--- config.mk ---
export PLATFORM = sky130hd
export DESIGN_NAME = seg_fault_check
export DESIGN_NICKNAME = d
export VERILOG_FILES = /design/src/rtl/seg_chk_pkg.sv /design/src/rtl/seg_limit_chk.sv /design/src/rtl/seg_priv_chk.sv /design/src/rtl/seg_fault_prio.sv /design/src/rtl/seg_fault_check.sv
export SDC_FILE = /design/constraint.sdc
export NUM_CORES = 1
export LEC_CHECK = 0
export ABC_CLOCK_PERIOD_IN_PS = 14300
export CAP_MARGIN = 5
export CORE_MARGIN = 2
export CORE_UTILIZATION = 52
export CTS_CLUSTER_SIZE = 25
export DETAILED_ROUTE_END_ITERATION = 6
export GPL_ROUTABILITY_DRIVEN = 1
export GPL_TIMING_DRIVEN = 1
export PLACE_DENSITY = 0.95
export SLEW_MARGIN = 20
export SYNTH_ARGS = -nofsm -noshare
export SYNTH_HDL_FRONTEND = slang
export SYNTH_HIERARCHICAL = 1
export SYNTH_SLANG_ARGS = --single-unit
--- constraint.sdc ---
create_clock -name clk -period 14.3 [get_ports clk]
set_clock_uncertainty 0.2 [all_clocks]
set_input_delay 3.575 -clock clk [delete_from_list [all_inputs] [get_ports clk]]
set_output_delay 3.575 -clock clk [all_outputs]
set_load 0.05 [all_outputs]
--- src/rtl/seg_chk_pkg.sv ---
// Shared encodings for the segment access fault classifier.
// Assumes the access kind and segment codes listed in the brief.
package seg_chk_pkg;

    typedef enum logic [2:0] {
        ACC_READ      = 3'd0,
        ACC_WRITE     = 3'd1,
        ACC_SEGLD     = 3'd2,
        ACC_BRANCH    = 3'd3,
        ACC_PRIV      = 3'd4,
        ACC_IO        = 3'd5,
        ACC_ESC_START = 3'd6,
        ACC_ESC_XFER  = 3'd7
    } acc_kind_e;

    localparam logic [1:0] SEG_STACK = 2'd2;

    localparam logic [7:0] VEC_NONE     = 8'd0;
    localparam logic [7:0] VEC_UNDEF    = 8'd6;
    localparam logic [7:0] VEC_ESC_OVR  = 8'd9;
    localparam logic [7:0] VEC_NOT_PRES = 8'd11;
    localparam logic [7:0] VEC_STACK    = 8'd12;
    localparam logic [7:0] VEC_GP       = 8'd13;

    // One flag per fault class; several may be set, the arbiter picks one.
    typedef struct packed {
        logic mode_f;
        logic gp_f;
        logic stack_f;
        logic esc_f;
        logic np_f;
    } fault_set_t;

endpackage

--- src/rtl/seg_limit_chk.sv ---
// Limit checker: works out the last byte touched by an operand and
// compares it with a descriptor limit. Assumes SIZE_W <= OFS_W.
// A size of zero is treated as one byte.
module seg_limit_chk #(
    parameter int OFS_W  = 16,
    parameter int SIZE_W = 4
) (
    input  logic [OFS_W-1:0]  offset,
    input  logic [SIZE_W-1:0] size,
    input  logic [OFS_W-1:0]  limit,
    output logic              wrap,
    output logic              over_limit
);
    localparam int EXT_W = OFS_W + 1;

    logic [SIZE_W-1:0] eff_size;
    logic [EXT_W-1:0]  last_byte;

    // Last byte address with carry kept in the top bit.
    always_comb begin
        eff_size  = (size == '0) ? SIZE_W'(1) : size;
        last_byte = {1'b0, offset}
                  + {{(EXT_W-SIZE_W){1'b0}}, eff_size}
                  - EXT_W'(1);
    end

    // Violation flags: wrap past the top, or beyond the limit.
    always_comb begin
        wrap       = last_byte[OFS_W];
        over_limit = last_byte[OFS_W] || (last_byte[OFS_W-1:0] > limit);
    end
endmodule

--- src/rtl/seg_priv_chk.sv ---
// Privilege comparator: evaluates the segment-load rule (data or stack
// form), the CPL-zero rule and the I/O privilege rule. Levels are
// unsigned, numerically larger meaning less privileged.
module seg_priv_chk #(
    parameter int PL_W = 2
) (
    input  logic            to_stack,
    input  logic [PL_W-1:0] cpl,
    input  logic [PL_W-1:0] rpl,
    input  logic [PL_W-1:0] dpl,
    input  logic [PL_W-1:0] iopl,
    output logic            load_ok,
    output logic            priv_ok,
    output logic            io_ok
);
    logic [PL_W-1:0] eff_pl;

    // Weaker of current and requested privilege.
    always_comb eff_pl = (cpl > rpl) ? cpl : rpl;

    // Rule outcomes.
    always_comb begin
        if (to_stack)
            load_ok = (rpl == cpl) && (dpl == cpl);
        else
            load_ok = (eff_pl <= dpl);
        priv_ok = (cpl == '0);
        io_ok   = (cpl <= iopl);
    end
endmodule

--- src/rtl/seg_fault_prio.sv ---
// Fault arbiter: reduces a set of fault flags to a single vector.
// Order: mode, general protection, stack, escape overrun, not present.
module seg_fault_prio
    import seg_chk_pkg::*;
#(
    parameter int VEC_W = 8
) (
    input  fault_set_t       flags,
    output logic             any_fault,
    output logic [VEC_W-1:0] vector
);
    // Fixed-priority selection.
    always_comb begin
        any_fault = 1'b1;
        if (flags.mode_f)       vector = VEC_W'(VEC_UNDEF);
        else if (flags.gp_f)    vector = VEC_W'(VEC_GP);
        else if (flags.stack_f) vector = VEC_W'(VEC_STACK);
        else if (flags.esc_f)   vector = VEC_W'(VEC_ESC_OVR);
        else if (flags.np_f)    vector = VEC_W'(VEC_NOT_PRES);
        else begin
            any_fault = 1'b0;
            vector    = VEC_W'(VEC_NONE);
        end
    end
endmodule

--- src/rtl/seg_fault_check.sv ---
// Top of the segment access fault classifier. Classifies one request
// per cycle into fault flags, arbitrates to a single vector and
// registers the verdict with a one-cycle strobe. Assumes descriptor
// fields are already cached and valid alongside the request.
module seg_fault_check
    import seg_chk_pkg::*;
#(
    parameter int OFS_W  = 16,
    parameter int SIZE_W = 4,
    parameter int PL_W   = 2,
    parameter int VEC_W  = 8
) (
    input  logic              clk,
    input  logic              rst_n,
    input  logic              req_valid,
    input  logic              prot_mode,
    input  logic              prot_only_op,
    input  logic [2:0]        acc_kind,
    input  logic [1:0]        seg_sel,
    input  logic [OFS_W-1:0]  offset,
    input  logic [SIZE_W-1:0] op_size,
    input  logic [OFS_W-1:0]  desc_limit,
    input  logic              desc_present,
    input  logic              desc_code,
    input  logic              desc_rw,
    input  logic [PL_W-1:0]   desc_dpl,
    input  logic [PL_W-1:0]   cpl,
    input  logic [PL_W-1:0]   rpl,
    input  logic [PL_W-1:0]   iopl,
    output logic              lock_req,
    output logic              chk_valid,
    output logic              chk_fault,
    output logic [VEC_W-1:0]  chk_vector
);
    acc_kind_e  kind;
    logic       to_stack;
    logic       wrap, over_limit;
    logic       load_ok, priv_ok, io_ok;
    logic       rights_bad;
    fault_set_t flags;
    logic       any_fault;
    logic [VEC_W-1:0] vec_next;

    // Decode the kind and the stack target.
    always_comb begin
        kind     = acc_kind_e'(acc_kind);
        to_stack = (seg_sel == SEG_STACK);
    end

    seg_limit_chk #(
        .OFS_W (OFS_W),
        .SIZE_W(SIZE_W)
    ) u_limit (
        .offset    (offset),
        .size      (op_size),
        .limit     (desc_limit),
        .wrap      (wrap),
        .over_limit(over_limit)
    );

    seg_priv_chk #(
        .PL_W(PL_W)
    ) u_priv (
        .to_stack(to_stack),
        .cpl     (cpl),
        .rpl     (rpl),
        .dpl     (desc_dpl),
        .iopl    (iopl),
        .load_ok (load_ok),
        .priv_ok (priv_ok),
        .io_ok   (io_ok)
    );

    // Access-right failure for data-style accesses.
    always_comb begin
        case (kind)
            ACC_WRITE: rights_bad = desc_code || !desc_rw;
            default:   rights_bad = desc_code && !desc_rw;
        endcase
    end

    // Classify the request into fault flags.
    always_comb begin
        flags = '0;
        if (!prot_mode) begin
            flags.mode_f = prot_only_op;
            case (kind)
                ACC_READ, ACC_WRITE, ACC_ESC_START: flags.gp_f  = wrap;
                ACC_ESC_XFER:                       flags.esc_f = wrap;
                default: ;
            endcase
        end else begin
            case (kind)
                ACC_READ, ACC_WRITE, ACC_ESC_START: begin
                    flags.gp_f    = rights_bad || (over_limit && !to_stack);
                    flags.stack_f = over_limit && to_stack;
                end
                ACC_ESC_XFER: flags.esc_f = over_limit;
                ACC_SEGLD: begin
                    flags.gp_f    = !load_ok;
                    flags.stack_f = !desc_present && to_stack;
                    flags.np_f    = !desc_present && !to_stack;
                end
                ACC_BRANCH: flags.gp_f = !desc_code || over_limit;
                ACC_PRIV:   flags.gp_f = !priv_ok;
                ACC_IO:     flags.gp_f = !io_ok;
                default: ;
            endcase
        end
    end

    seg_fault_prio #(
        .VEC_W(VEC_W)
    ) u_prio (
        .flags    (flags),
        .any_fault(any_fault),
        .vector   (vec_next)
    );

    // Lock the bus while a descriptor table entry is consulted.
    always_comb lock_req = req_valid && prot_mode && (kind == ACC_SEGLD);

    // Register the verdict and its strobe.
    always_ff @(posedge clk) begin
        if (!rst_n) begin
            chk_valid  <= 1'b0;
            chk_fault  <= 1'b0;
            chk_vector <= '0;
        end else begin
            chk_valid <= req_valid;
            if (req_valid) begin
                chk_fault  <= any_fault;
                chk_vector <= vec_next;
            end
        end
    end
endmodule

* After elaboration in Yosys (flattened, before gate mapping) *
Index checks and enable logic that the tools add are counted.

storage, ports and cells
  flip-flop bits (word level) = 10
  output and inout port bits = 11

operators by class
  add/subtract/negate cells = 2
  $lt $le $gt $ge = 4
  equal/unequal tests = 10
  multiplexer cells = 25
  reductions and logical operators = 23

operator list
  cell                     count
  $mux W8                  4
  $add A16 B4 Y17          1
  $sub A17 B1 Y17 const B  1
  $gt A16 B16 Y1           1
  $mux W1                  16
  $eq A3 B3 Y1 const B     4
  $logic_and A1 B1 Y1      8
  $mux W4                  2
  $logic_not A1 Y1         7
  $eq A3 B2 Y1 const B     2
  $pmux W1 S5              1
  $eq A2 B2 Y1             2
  $le A2 B2 Y1             2
  $logic_not A4 Y1         1
  $logic_or A1 B1 Y1       4
  $eq A3 B1 Y1 const B     1
  $logic_not A3 Y1         1
  $reduce_or A3 Y1         1
  $eq A2 B2 Y1 const B     1
  $gt A2 B2 Y1             1
  $logic_not A2 Y1         1
  $mux W2                  1
  $pmux W1 S2              1

* Logic depth before layout (Yosys ltp) *
  word-level depth = 12
  mapped depth = 24
  depth with buffers taken out = 24

* Modules after synthesis *
Netlist, hierarchy kept.

modules (own cells, without submodules)
  module           times used  cells an instance  area each (µm²)  sequential area each (µm²)
  seg_limit_chk    1           177                1290.0           0.0
  seg_fault_check  1           59                 548.0            200.2
  seg_priv_chk     1           31                 224.0            0.0
  seg_fault_prio   1           14                 90.1             0.0

* Worst setup path before layout *
OpenSTA, ideal clock, no wires.

  path kind = input to output
  start = input port acc_kind[2]
  end = output port lock_req
  data arrival time = 4.377 ns
  required time = 10.525 ns
  setup slack = 6.148 ns
  cell stages on the path = 3
  buffers on the path = 0
  cell sequence = nand2b_1 -> nor2_1 -> and3_1

on the way
  longest elaborated chain between the ends = 2

RTL lines
  what                 RTL line                RTL
  start: declaration   seg_fault_check.sv:18   input logic [2:0] acc_kind,
  $eq A3 B2 Y1         seg_fault_check.sv:121  always_comb lock_req = req_valid && prot_mode && (kind == ACC_SEGLD);
  $logic_and A1 B1 Y1  seg_fault_check.sv:121
  end: declaration     seg_fault_check.sv:30   output logic lock_req,

No other way between the ends.

* Worst setup path in the final report *
Ends and elaborated chain as after synthesis.

==> run metrics <==
run status complete, no violations; most area-hungry cell type in the Yosys netlist ha_1; vias in the first global route 1,962; cell type of the slowest stage on the worst timing path clkdlybuf4s50_1; transition time of the tightest slew-check pin 0.549 ns; number of nets with antenna violations after detailed routing 0; hold crit path type reg -> reg; number of synthesized flops with an enable pin 0; total number of yosys warnings 6; Setup TNS Final 0 ns; library cell with the highest instance count after synthesis inv_1; data required time at the worst endpoint 10.52 ns; gate count of the mapped netlist 281; Met1 Routed Length 2.16 mm; cell at the root of the clock tree clkbuf_8; half-perimeter wire length after detailed placement 4.30 mm; count of unique library cells instantiated by Yosys 56; floorplan die width 68.3 um; maximum operating frequency 108 MHz; worst-skew pair later-pin latency 0.23 ns; Worst Path Max Fanout 6; share of cell area taken by muxes after synthesis 6.28%; area fraction in and, or, nand and nor cells after synthesis 17.2%; Overflow after GRT 0; global-route wire length before repair 7.85 mm; number of diodes 0; CP endpoint kind output pin; total vias in the final route 2,130; antenna violations before repair 0; Inst Count DP 393; Hold Violations, Final 0; Post-CTS Setup Inserts 0; Worst Path Arrival 5.49 ns; PostCTS Resize Cnt 0; max-cap viol count 0; buffers and inverters on the worst path 2; combined area of all synthesized cells 2150 um2; clock period minus worst slack 9.26 ns; met2 wire length 2.55 mm; Post-CTS Hold Buffers 0; Top Family by Delay on Critical Path buffers and inverters; top cell type's share of synthesized area 24.4%; delay of the slowest critical-path stage 0.80 ns; #FFs+latches synth 10; startpoint-to-endpoint class of the critical path in -> out; number of pins with negative max-slew slack in the final report 0; Worst path most repeated cell clkdlybuf4s50_1; final setup vio count 0; cells along the critical path clkdlybuf4s50_1, nand2b_1, nor2_1, and3_1, clkdlybuf4s50_1; number of levels in the clock H-tree 1; mean number of vias per cell 5.38; Initial DRC Count 46; Post-Layout Inst Area 2890 um2; area added between synthesis and finish 34.4%; total core area 4000 um2; non-filler cells, final 396; total clock buffers created by CTS 3; tightest slew margin relative to the limit 63.3%; setup repair after global routing missed its margin no; Async SR Flop Fraction 0%; Placement Cell Area 2850 um2; Top Metal Used met4; sequential area share after synthesis 9.30%; Final period util 64.8%; total detailed-routing wirelength 4.98 mm; number of detailed-route iterations in the first pass 4; full die area 4670 um2; final-stage net count 448; global-route usage over all layers 21.3%; Die Y 68.3 um; Mean Syn Cell Area 7.66 um2; routed length per instance 12.6 um; post-synthesis share of cell area spent on full adders, half adders and majority gates 25.8%; number of sinks driven by the clock tree 10; commonest register cell after synthesis dfxtp_1; final routed DRC violation total 0; Detail Route met3 WL 243 um; maximum clock insertion buffer count 2; crit start category input port; xor/xnor cell area share of the yosys netlist 5.70%; count of boundary I/O pins 68; top area cells in the synthesized netlist ha_1, inv_1, dfxtp_1; share of layout cells above drive strength 1 4.91%; Pwr per Cell Area 61.6 nW/um2; largest net degree at the start of global routing 12; compound-gate portion of the synthesized area 24.0%; last weighted congestion value of the routability-driven placer 0.845; clock-pin slew on the worst setup and hold paths 0.04 ns; leak pwr 1.40 nW; number of buffers inserted by port buffering 67; site row count 23; TritonCTS clock tree built; starting density of the core 53.8%; largest voltage drop on the vdd net 55.1 uV; Synth top cells by count inv_1, ha_1, a21oi_1, nor2b_1, mux2i_1; combinational family with the most area after synthesis adder cells
placed cells by master (no fill, tap or decap), types with 4 or more instances in the layout:
master            n
inv_1            54
conb_1            4
nand3_1           5
xor2_1            5
o21ai_0           7
nor2b_1          15
a21oi_1          22
mux2i_1          12
nand4_1           5
ha_1             42
a21o_1           10
clkdlybuf4s50_1  67
xnor2_1           9
nand2_1           9
nor2_1            9
dfxtp_1          10
o21ai_1           4
o211ai_1          5
path summary, 6_finish.rpt:
kind,from,to,slack (ns),cells after the start
hold / removal,chk_vector[6],chk_vector[6],0.32,2
hold reg to reg,chk_vector[6],chk_vector[6],0.32,2
setup reg to reg,chk_vector[2],chk_vector[2],13.44,2
setup / recovery,acc_kind[2],lock_req,5.04,5
report_power, final:
group | internal, mW | total, mW | switching, mW
Sequential | 0.0300 | 0.0310 | 0.00103
Combinational | 0.0577 | 0.118 | 0.0607
Clock | 0.0184 | 0.0285 | 0.0102
Total | 0.106 | 0.178 | 0.0719
final cells by class:
class	instances	area [um2]
fillers	327	1110
multi-input cells	212	1710
repair buffers	67	671
inverters	54	203
clock buffers	3	41.3
flip-flops and latches	10	200
well taps	50	62.6
flip-flops by register name, indices dropped and copies added, names as in the netlist:
name / flops
chk_vector: 8
chk_valid: 1
chk_fault: 1
worst reg2reg max path: stages (launching register included):
cell	delay [ns]
dfxtp_1	0.31
mux2i_1	0.15
nor2b_1	0.08
logic make-up (layout without fill, tap and decap cells):
logic type / Yosys count / in the layout
DFF: 10 / 10
buffers and inverters: 62 / 124
and+or+nand+nor: 64 / 64
AOI/OAI and AO/OA: 73 / 73
other: 1 / 4
xor gates and xnor gates: 14 / 14
muxes: 13 / 13
adders and majority gates: 44 / 44
through the flow:
stage	setup slack, ns	utilization, %	power, mW	hold WS (ns)
after floorplan	6.15	-	0.113	0.543
after global placement	5.10	71.3	0.144	0.296
after detailed placement	5.05	71.3	0.149	0.301
after CTS	5.06	72.3	0.179	0.325
after global routing	4.94	72.3	0.193	0.355
final	5.04	72.3	0.178	0.316
layer usage:
metal  vias up  track usage [%]
met5         -                0
met1       952             24.9
met3         6             2.63
met2        58             41.5
met4         0             3.25
li1       1114                -
(Power assumes the default switching activity.)
